$ cat src/rtl/clk_ratio_pkg.sv
package clk_ratio_pkg;
  localparam int MULT_W   = 4;
  localparam int MULT_MAX = 10;
  localparam int DIV_W    = 2;
  localparam int DEN_W    = 3;

  typedef enum logic [1:0] {
    ADDR_MULT = 2'd0,
    ADDR_DIV  = 2'd1,
    ADDR_STAT = 2'd2
  } regAddr_e;

  // strobes and state the control hands to the datapath
  typedef struct packed {
    logic              restartLock;
    logic [MULT_W-1:0] multVal;
    logic [DIV_W-1:0]  divSel;
  } pathCtrl_t;

  function automatic logic [DEN_W-1:0] denFromSel(input logic [DIV_W-1:0] sel);
    case (sel)
      2'd2:    return DEN_W'(2);
      2'd3:    return DEN_W'(1);
      default: return DEN_W'(4);
    endcase
  endfunction
endpackage

$ cat src/rtl/clk_ratio_regs.sv
module clk_ratio_regs
  import clk_ratio_pkg::*;
#(
  parameter int DATA_W = 16
) (
  input  logic              clk,
  input  logic              rstN,
  input  logic              protUnlock,
  input  logic              busWe,
  input  logic [1:0]        busAddr,
  input  logic [DATA_W-1:0] busWdata,
  output logic [DATA_W-1:0] busRdata,
  input  logic              oscLost,
  input  logic              lockedIn,
  output pathCtrl_t         ctrl,
  output logic              limpFlag
);
  logic [MULT_W-1:0] multReg;
  logic [DIV_W-1:0]  divSel;
  logic              detOff;
  logic              errFlag;

  logic wrMult, wrDiv, wrStat;
  logic multDiff, multReject, multAccept;
  logic [MULT_W-1:0] newMult;

  always_comb begin
    wrMult     = protUnlock && busWe && (busAddr == ADDR_MULT);
    wrDiv      = protUnlock && busWe && (busAddr == ADDR_DIV);
    wrStat     = protUnlock && busWe && (busAddr == ADDR_STAT);
    newMult    = busWdata[MULT_W-1:0];
    multDiff   = newMult != multReg;
    multReject = wrMult && ((busWdata > DATA_W'(MULT_MAX)) ||
                            ((divSel != '0) && multDiff));
    multAccept = wrMult && !multReject && multDiff;
  end

  always_ff @(posedge clk) begin
    if (!rstN) begin
      multReg  <= '0;
      divSel   <= '0;
      detOff   <= 1'b0;
      errFlag  <= 1'b0;
      limpFlag <= 1'b0;
    end else begin
      if (multAccept) multReg <= newMult;
      if (wrDiv) divSel <= busWdata[DIV_W-1:0];
      if (wrStat) detOff <= busWdata[2];
      if (multReject) errFlag <= 1'b1;
      else if (wrStat && busWdata[3]) errFlag <= 1'b0;
      if (oscLost && !detOff) limpFlag <= 1'b1;
    end
  end

  always_comb begin
    ctrl.restartLock = multAccept;
    ctrl.multVal     = multReg;
    ctrl.divSel      = divSel;
  end

  always_comb begin
    busRdata = '0;
    case (busAddr)
      ADDR_MULT: busRdata[MULT_W-1:0] = multReg;
      ADDR_DIV:  busRdata[DIV_W-1:0]  = divSel;
      ADDR_STAT: busRdata[3:0]        = {errFlag, detOff, limpFlag, lockedIn};
      default:   busRdata = '0;
    endcase
  end

  p_mult_range_r2: assert property (@(posedge clk) disable iff (!rstN)
    multReg <= MULT_W'(MULT_MAX));

  p_div_guard_r3: assert property (@(posedge clk) disable iff (!rstN)
    (multReg != $past(multReg)) |-> ($past(divSel) == '0));

  p_protect_r8: assert property (@(posedge clk) disable iff (!rstN)
    !protUnlock |=> ($stable(multReg) && $stable(divSel) && $stable(detOff)));

  p_limp_sticky_r9: assert property (@(posedge clk) disable iff (!rstN)
    limpFlag |=> limpFlag);
endmodule

$ cat src/rtl/clk_ratio_path.sv
module clk_ratio_path
  import clk_ratio_pkg::*;
#(
  parameter int LOCK_CYCLES = 2048
) (
  input  logic              clk,
  input  logic              rstN,
  input  pathCtrl_t         ctrl,
  output logic              locked,
  output logic [MULT_W-1:0] ratioNum,
  output logic [DEN_W-1:0]  ratioDen,
  output logic [DIV_W-1:0]  divSelOut
);
  localparam int CNT_W = $clog2(LOCK_CYCLES + 1);

  logic [CNT_W-1:0] lockCnt;

  always_ff @(posedge clk) begin
    if (!rstN) lockCnt <= '0;
    else if (ctrl.restartLock) lockCnt <= CNT_W'(LOCK_CYCLES);
    else if (lockCnt != '0) lockCnt <= lockCnt - 1'b1;
  end

  always_comb begin
    locked    = (lockCnt == '0);
    divSelOut = ctrl.divSel;
    if (!locked) begin
      ratioNum = MULT_W'(1);
      ratioDen = DEN_W'(2);
    end else begin
      ratioNum = (ctrl.multVal == '0) ? MULT_W'(1) : ctrl.multVal;
      ratioDen = denFromSel(ctrl.divSel);
    end
  end

  p_restart_unlocks_r5: assert property (@(posedge clk) disable iff (!rstN)
    ctrl.restartLock |=> !locked);

  p_cnt_bound_r5: assert property (@(posedge clk) disable iff (!rstN)
    lockCnt <= CNT_W'(LOCK_CYCLES));

  p_lock_steady_r6: assert property (@(posedge clk) disable iff (!rstN)
    (locked && !ctrl.restartLock) |=> locked);
endmodule

$ cat src/rtl/clk_ratio_ctrl.sv
module clk_ratio_ctrl
  import clk_ratio_pkg::*;
#(
  parameter int LOCK_CYCLES = 2048,
  parameter int DATA_W      = 16
) (
  input  logic              clk,
  input  logic              rstN,
  input  logic              protUnlock,
  input  logic              busWe,
  input  logic [1:0]        busAddr,
  input  logic [DATA_W-1:0] busWdata,
  output logic [DATA_W-1:0] busRdata,
  input  logic              oscLost,
  output logic [3:0]        ratioNum,
  output logic [2:0]        ratioDen,
  output logic [1:0]        divSelOut,
  output logic              locked,
  output logic              limp
);
  pathCtrl_t ctrl;

  clk_ratio_regs #(.DATA_W(DATA_W)) uRegs (
    .clk(clk), .rstN(rstN), .protUnlock(protUnlock), .busWe(busWe),
    .busAddr(busAddr), .busWdata(busWdata), .busRdata(busRdata),
    .oscLost(oscLost), .lockedIn(locked), .ctrl(ctrl), .limpFlag(limp)
  );

  clk_ratio_path #(.LOCK_CYCLES(LOCK_CYCLES)) uPath (
    .clk(clk), .rstN(rstN), .ctrl(ctrl), .locked(locked),
    .ratioNum(ratioNum), .ratioDen(ratioDen), .divSelOut(divSelOut)
  );
endmodule

$ cat config.mk
export PLATFORM = sky130hd
export DESIGN_NAME = clk_ratio_ctrl
export DESIGN_NICKNAME = d
export VERILOG_FILES = /design/src/rtl/clk_ratio_pkg.sv /design/src/rtl/clk_ratio_regs.sv /design/src/rtl/clk_ratio_path.sv /design/src/rtl/clk_ratio_ctrl.sv
export SDC_FILE = /design/constraint.sdc
export NUM_CORES = 1
export LEC_CHECK = 0
export ABC_AREA = 0
export BUFFER_PORTS_ARGS = -buffer_cell sky130_fd_sc_hd__buf_2
export CAP_MARGIN = 20
export CORE_ASPECT_RATIO = 0.9
export CORE_MARGIN = 3
export CORE_UTILIZATION = 49
export DETAILED_ROUTE_END_ITERATION = 6
export PLACE_DENSITY = 0.8
export SYNTH_ARGS = -nofsm -noshare
export SYNTH_HDL_FRONTEND = slang
export SYNTH_HIERARCHICAL = 1
export SYNTH_SLANG_ARGS = --single-unit
$ cat constraint.sdc
create_clock -name clk -period 2.7 [get_ports clk]
set_clock_uncertainty 0.2 [all_clocks]
set_input_delay 0.135 -clock clk [delete_from_list [all_inputs] [get_ports clk]]
set_output_delay 0.135 -clock clk [all_outputs]
set_load 0.05 [all_outputs]
==> impl_summary.txt <==
----------------------------------------------------
[Route]
  Overall via count from detail_route ... 1277
  Vias per Instance ... around 5.5
  Remaining antenna violation count ... 0
  Number of remaining DRC errors ... 0
  Wire length reported by the detailed router ... between 3000 and 4000 um
  Post-detailed-route wirelength per cell ... roughly 13 um
  Number of DRC violations after detailed-routing iteration 0 ... 38
  Drt pass-1 iters ... 4

[Floorplan]
  Core Area ... 2530 um^2
  FP Rows ... 17
  Initial standard-cell utilization of the core ... 0.531
  Width of the die ... approximately 61 um
  Die Footprint ... around 3400 um^2
  Die height ... 55.7 um
  Number of ports placed on the die boundary ... 50

[Worst setup path]
  Required @ worst endpoint ... 2.37 ns
  Logic depth of the worst register-to-register path ... 6
  CP max FO ... 25
  FF-to-FF Start ... uRegs/multReg[1]
  Setup crit start kind ... flip-flop
  Arrival time of data at the critical path endpoint ... 2.09 ns
  Worst Path Class, Setup ... flip-flop to output pin
  Endpoint of the worst-slack reg-to-reg timing path ... uRegs/multReg[2]
  Setup slack of the most critical reg-to-reg path ... roughly 0.42 ns
  CP Cell Sequence ... inv_1, ha_1, nor4b_1, and4b_4, nand2_1, o21ai_0, buf_2
  Critical Path End Type ... output pin
  Launching element of the worst setup path ... uPath/lockCnt[0]
  Crit-path slowest cell ... and4b_4
  CP peak stage delay ... 0.46 ns

[Clocking]
  Total CTS buffers ... 3
  Clock net sink count ... 21
  Largest buffer count on any clock path ... 2
  CTS clock-pin slew for the worst setup and hold paths ... ~0.13 ns
  CTS tree ... built
  Clock root buffer ... clkbuf_4
  H-tree depth ... 1
  Skew-Pair Late Insertion Delay ... a little over 0.3 ns

[Final layout]
  Non-Filler Cell Area, Final ... 1660 um^2
  Post-route non-filler standard cell count ... approximately 230
  Top library cells by usage in the layout, fill and taps aside ... 37 x buf_2, 21 x dfxtp_1, 14 x dlygate4sd3_1, 14 x nand2_1
  Proportion of layout cells with a drive suffix above 1 ... 0.268
  Most common cell after layout, fill and taps aside ... buf_2
  Area added between synthesis and finish ... 23.1%
  Antenna diode count ... 0
  Post-layout nets ... roughly 230

[STA]
  Part of the cycle the worst path needs ... 0.899
  Unrepaired setup endpoints after global routing ... no
  Achievable Freq ... a little over 0.4 GHz
  Slew margin rel. ... 0.667
  Final setup TNS ... 0 ns
  Worst hold-check slack ... roughly 0.019 ns
  Number of setup violations in the final report ... 0
  Final count of pins violating max slew ... 0
  Shortest clock period the worst path allows after layout ... 2.43 ns
  Final Hold Viols ... 0
  Worst Max-Slew Pin Slew ... slightly below 0.5 ns

[Yosys]
  Post-synthesis async set-or-reset flop share ... 0
  Cell accounting for the most synthesized area ... dfxtp_1
  Fraction of synthesized cell area taken by the top area cell type ... 0.313
  Area of the mapped netlist ... between 1000 and 1500 um^2
  Synth Instances ... approximately 160
  Register area share after synthesis ... 0.313
  Warnings from Yosys ... 6
  Synth Register Bits ... 21
  Dominant register cell in the synthesized netlist ... dfxtp_1
  Biggest area contributors in the synthesized netlist ... dfxtp_1 31%, buf_4 8.9%, mux2i_1 8.2%
  Number of enable-type register cells in the synthesized netlist ... 0
  Mean instance size in the synthesized netlist ... roughly 8.6 um^2
  Synth unique cells ... 40

[Worst hold path]
  Worst hold path cell count ... 4
  Startpoint of the most critical hold path ... busWe
  Hold worst-path end ... uRegs/errFlag
  Worst min path class ... input port to flip-flop

[Power and ir drop]
  VDD IR-drop max ... 0.000673 V
  P per Cell Area ... 875 nW/um^2
  Standby leakage power ... between 0.0007 and 0.0008 uW

[Global routing]
  Initial antenna violation count ... 0
  Pin count of the biggest net entering global routing ... 26
  GRT met3 Usage ... 0.0441
  Most congested layer reported by global routing ... met2
  Met2 Use GR ... 0.296
  Fraction of met1 tracks used by global routing ... 0.235
  First-pass GRT wire length ... slightly below 5000 um
  Number of global-route vias before repair ... ~1100
  Global route overflow ... 0
  Overall track demand over capacity in global routing ... 0.180

[Run]
  Max-Cap Viols ... 0

[Placed design]
  Post-DP HPWL ... between 2000 and 2500 um
  Global placement routability congestion ... about 0.86
  Number of placed instances with taps included ... roughly 220
  Placed inst area ... about 1500 um^2
  Count of input and output buffers ... 37

[Outcome]
  Outcome ... completed

----------------------------------------------------
==> worst max path at each step <==
stage                             endpoint  cells past startpoint
after floorplan                ratioDen[1]                      7
after global placement    uPath/lockCnt[5]                      6
after detailed placement  uPath/lockCnt[5]                      6
after CTS                      ratioDen[0]                      6
after global routing           ratioDen[0]                      6
final                          busRdata[0]                      7
==> worst max-delay path, delay by kind of cell (launching register included) <==
family,cells,cell delay (ns)
fa+ha+maj,1,0.18
simple gates,3,0.77
buf+inv,2,0.42
flops,1,0.35
compound gates,1,0.08
==> cell usage after synthesis (3+ instances only) <==
| master | n |
|---|---|
| and2_1 | 5 |
| nand2_1 | 14 |
| dfxtp_1 | 21 |
| o21ai_0 | 7 |
| or3_1 | 5 |
| xor2_1 | 6 |
| nor2_1 | 12 |
| o31ai_1 | 3 |
| buf_4 | 16 |
| inv_1 | 6 |
| nor3_1 | 4 |
| nor4_2 | 4 |
| a21oi_1 | 9 |
| mux2i_1 | 11 |
==> cell families after synthesis <==
logic type | Yosys count | share of synthesized area
buffers and inverters | 26 | 0.119
flip-flops | 21 | 0.313
adder cells (fa/ha/maj) | 2 | 0.0186
AO/OA/AOI/OAI | 24 | 0.108
XOR/XNOR | 7 | 0.0456
AND/OR/NAND/NOR | 65 | 0.312
other | 1 | 0.00279
multiplexers | 11 | 0.0819
==> what timing repair did <==
item / in CTS / in global routing
buffers inserted: 0 / 0
hold buffers: 14 / 0
setup endpoints to repair: 4 / 1
pin swaps: 0 / 0
hold endpoints to repair: 10 / 0
resized for setup: 1 / 1
==> registers in the layout, summed over array words and instances, names as in the netlist <==
signal / flops
uPath/lockCnt: 12
uRegs/errFlag: 1
uRegs/multReg: 4
uRegs/detOff: 1
uRegs/divSel: 2
uRegs/limpFlag: 1
==> power breakdown <==
| part | total (uW) | switching [uW] | internal [uW] | leakage [uW] |
|---|---|---|---|---|
| combinational | 817 | 491 | 325 | 0.000570 |
| clock | 152 | 96.5 | 55.3 | 0.0000177 |
| sequential | 480 | 89.9 | 390 | 0.000172 |
| total | 1450 | 678 | 771 | 0.000760 |
==> through the flow <==
| stage | worst slack (ns) | total power (uW) | util |
|---|---|---|---|
| after global routing | 0.0829 | 1550 | 0.654 |
| after global placement | 0.394 | 1230 | 0.586 |
| after floorplan | 0.204 | 1110 | - |
| after detailed placement | 0.311 | 1270 | 0.586 |
| final | 0.273 | 1450 | 0.654 |
| after CTS | 0.206 | 1440 | 0.653 |
==> cell type report <==
type	count	area (um^2)
well taps	28	35.0
inverters	6	22.5
clock inverters	1	5.00
flip-flops and latches	21	420
fillers	206	876
clock buffers	3	22.5
multi-input cells	121	810
repair buffers	53	340
==> per-layer routing <==
metal  vias up  routed length [um]  part of all wire
met5         -                   0                 0
met2        55                1560              0.50
met3         8                 235             0.076
met1       593                1270              0.41
li1        621                   -                 -
met4         0                  41             0.013
No activity file was read; power rests on OpenSTA's default activity.
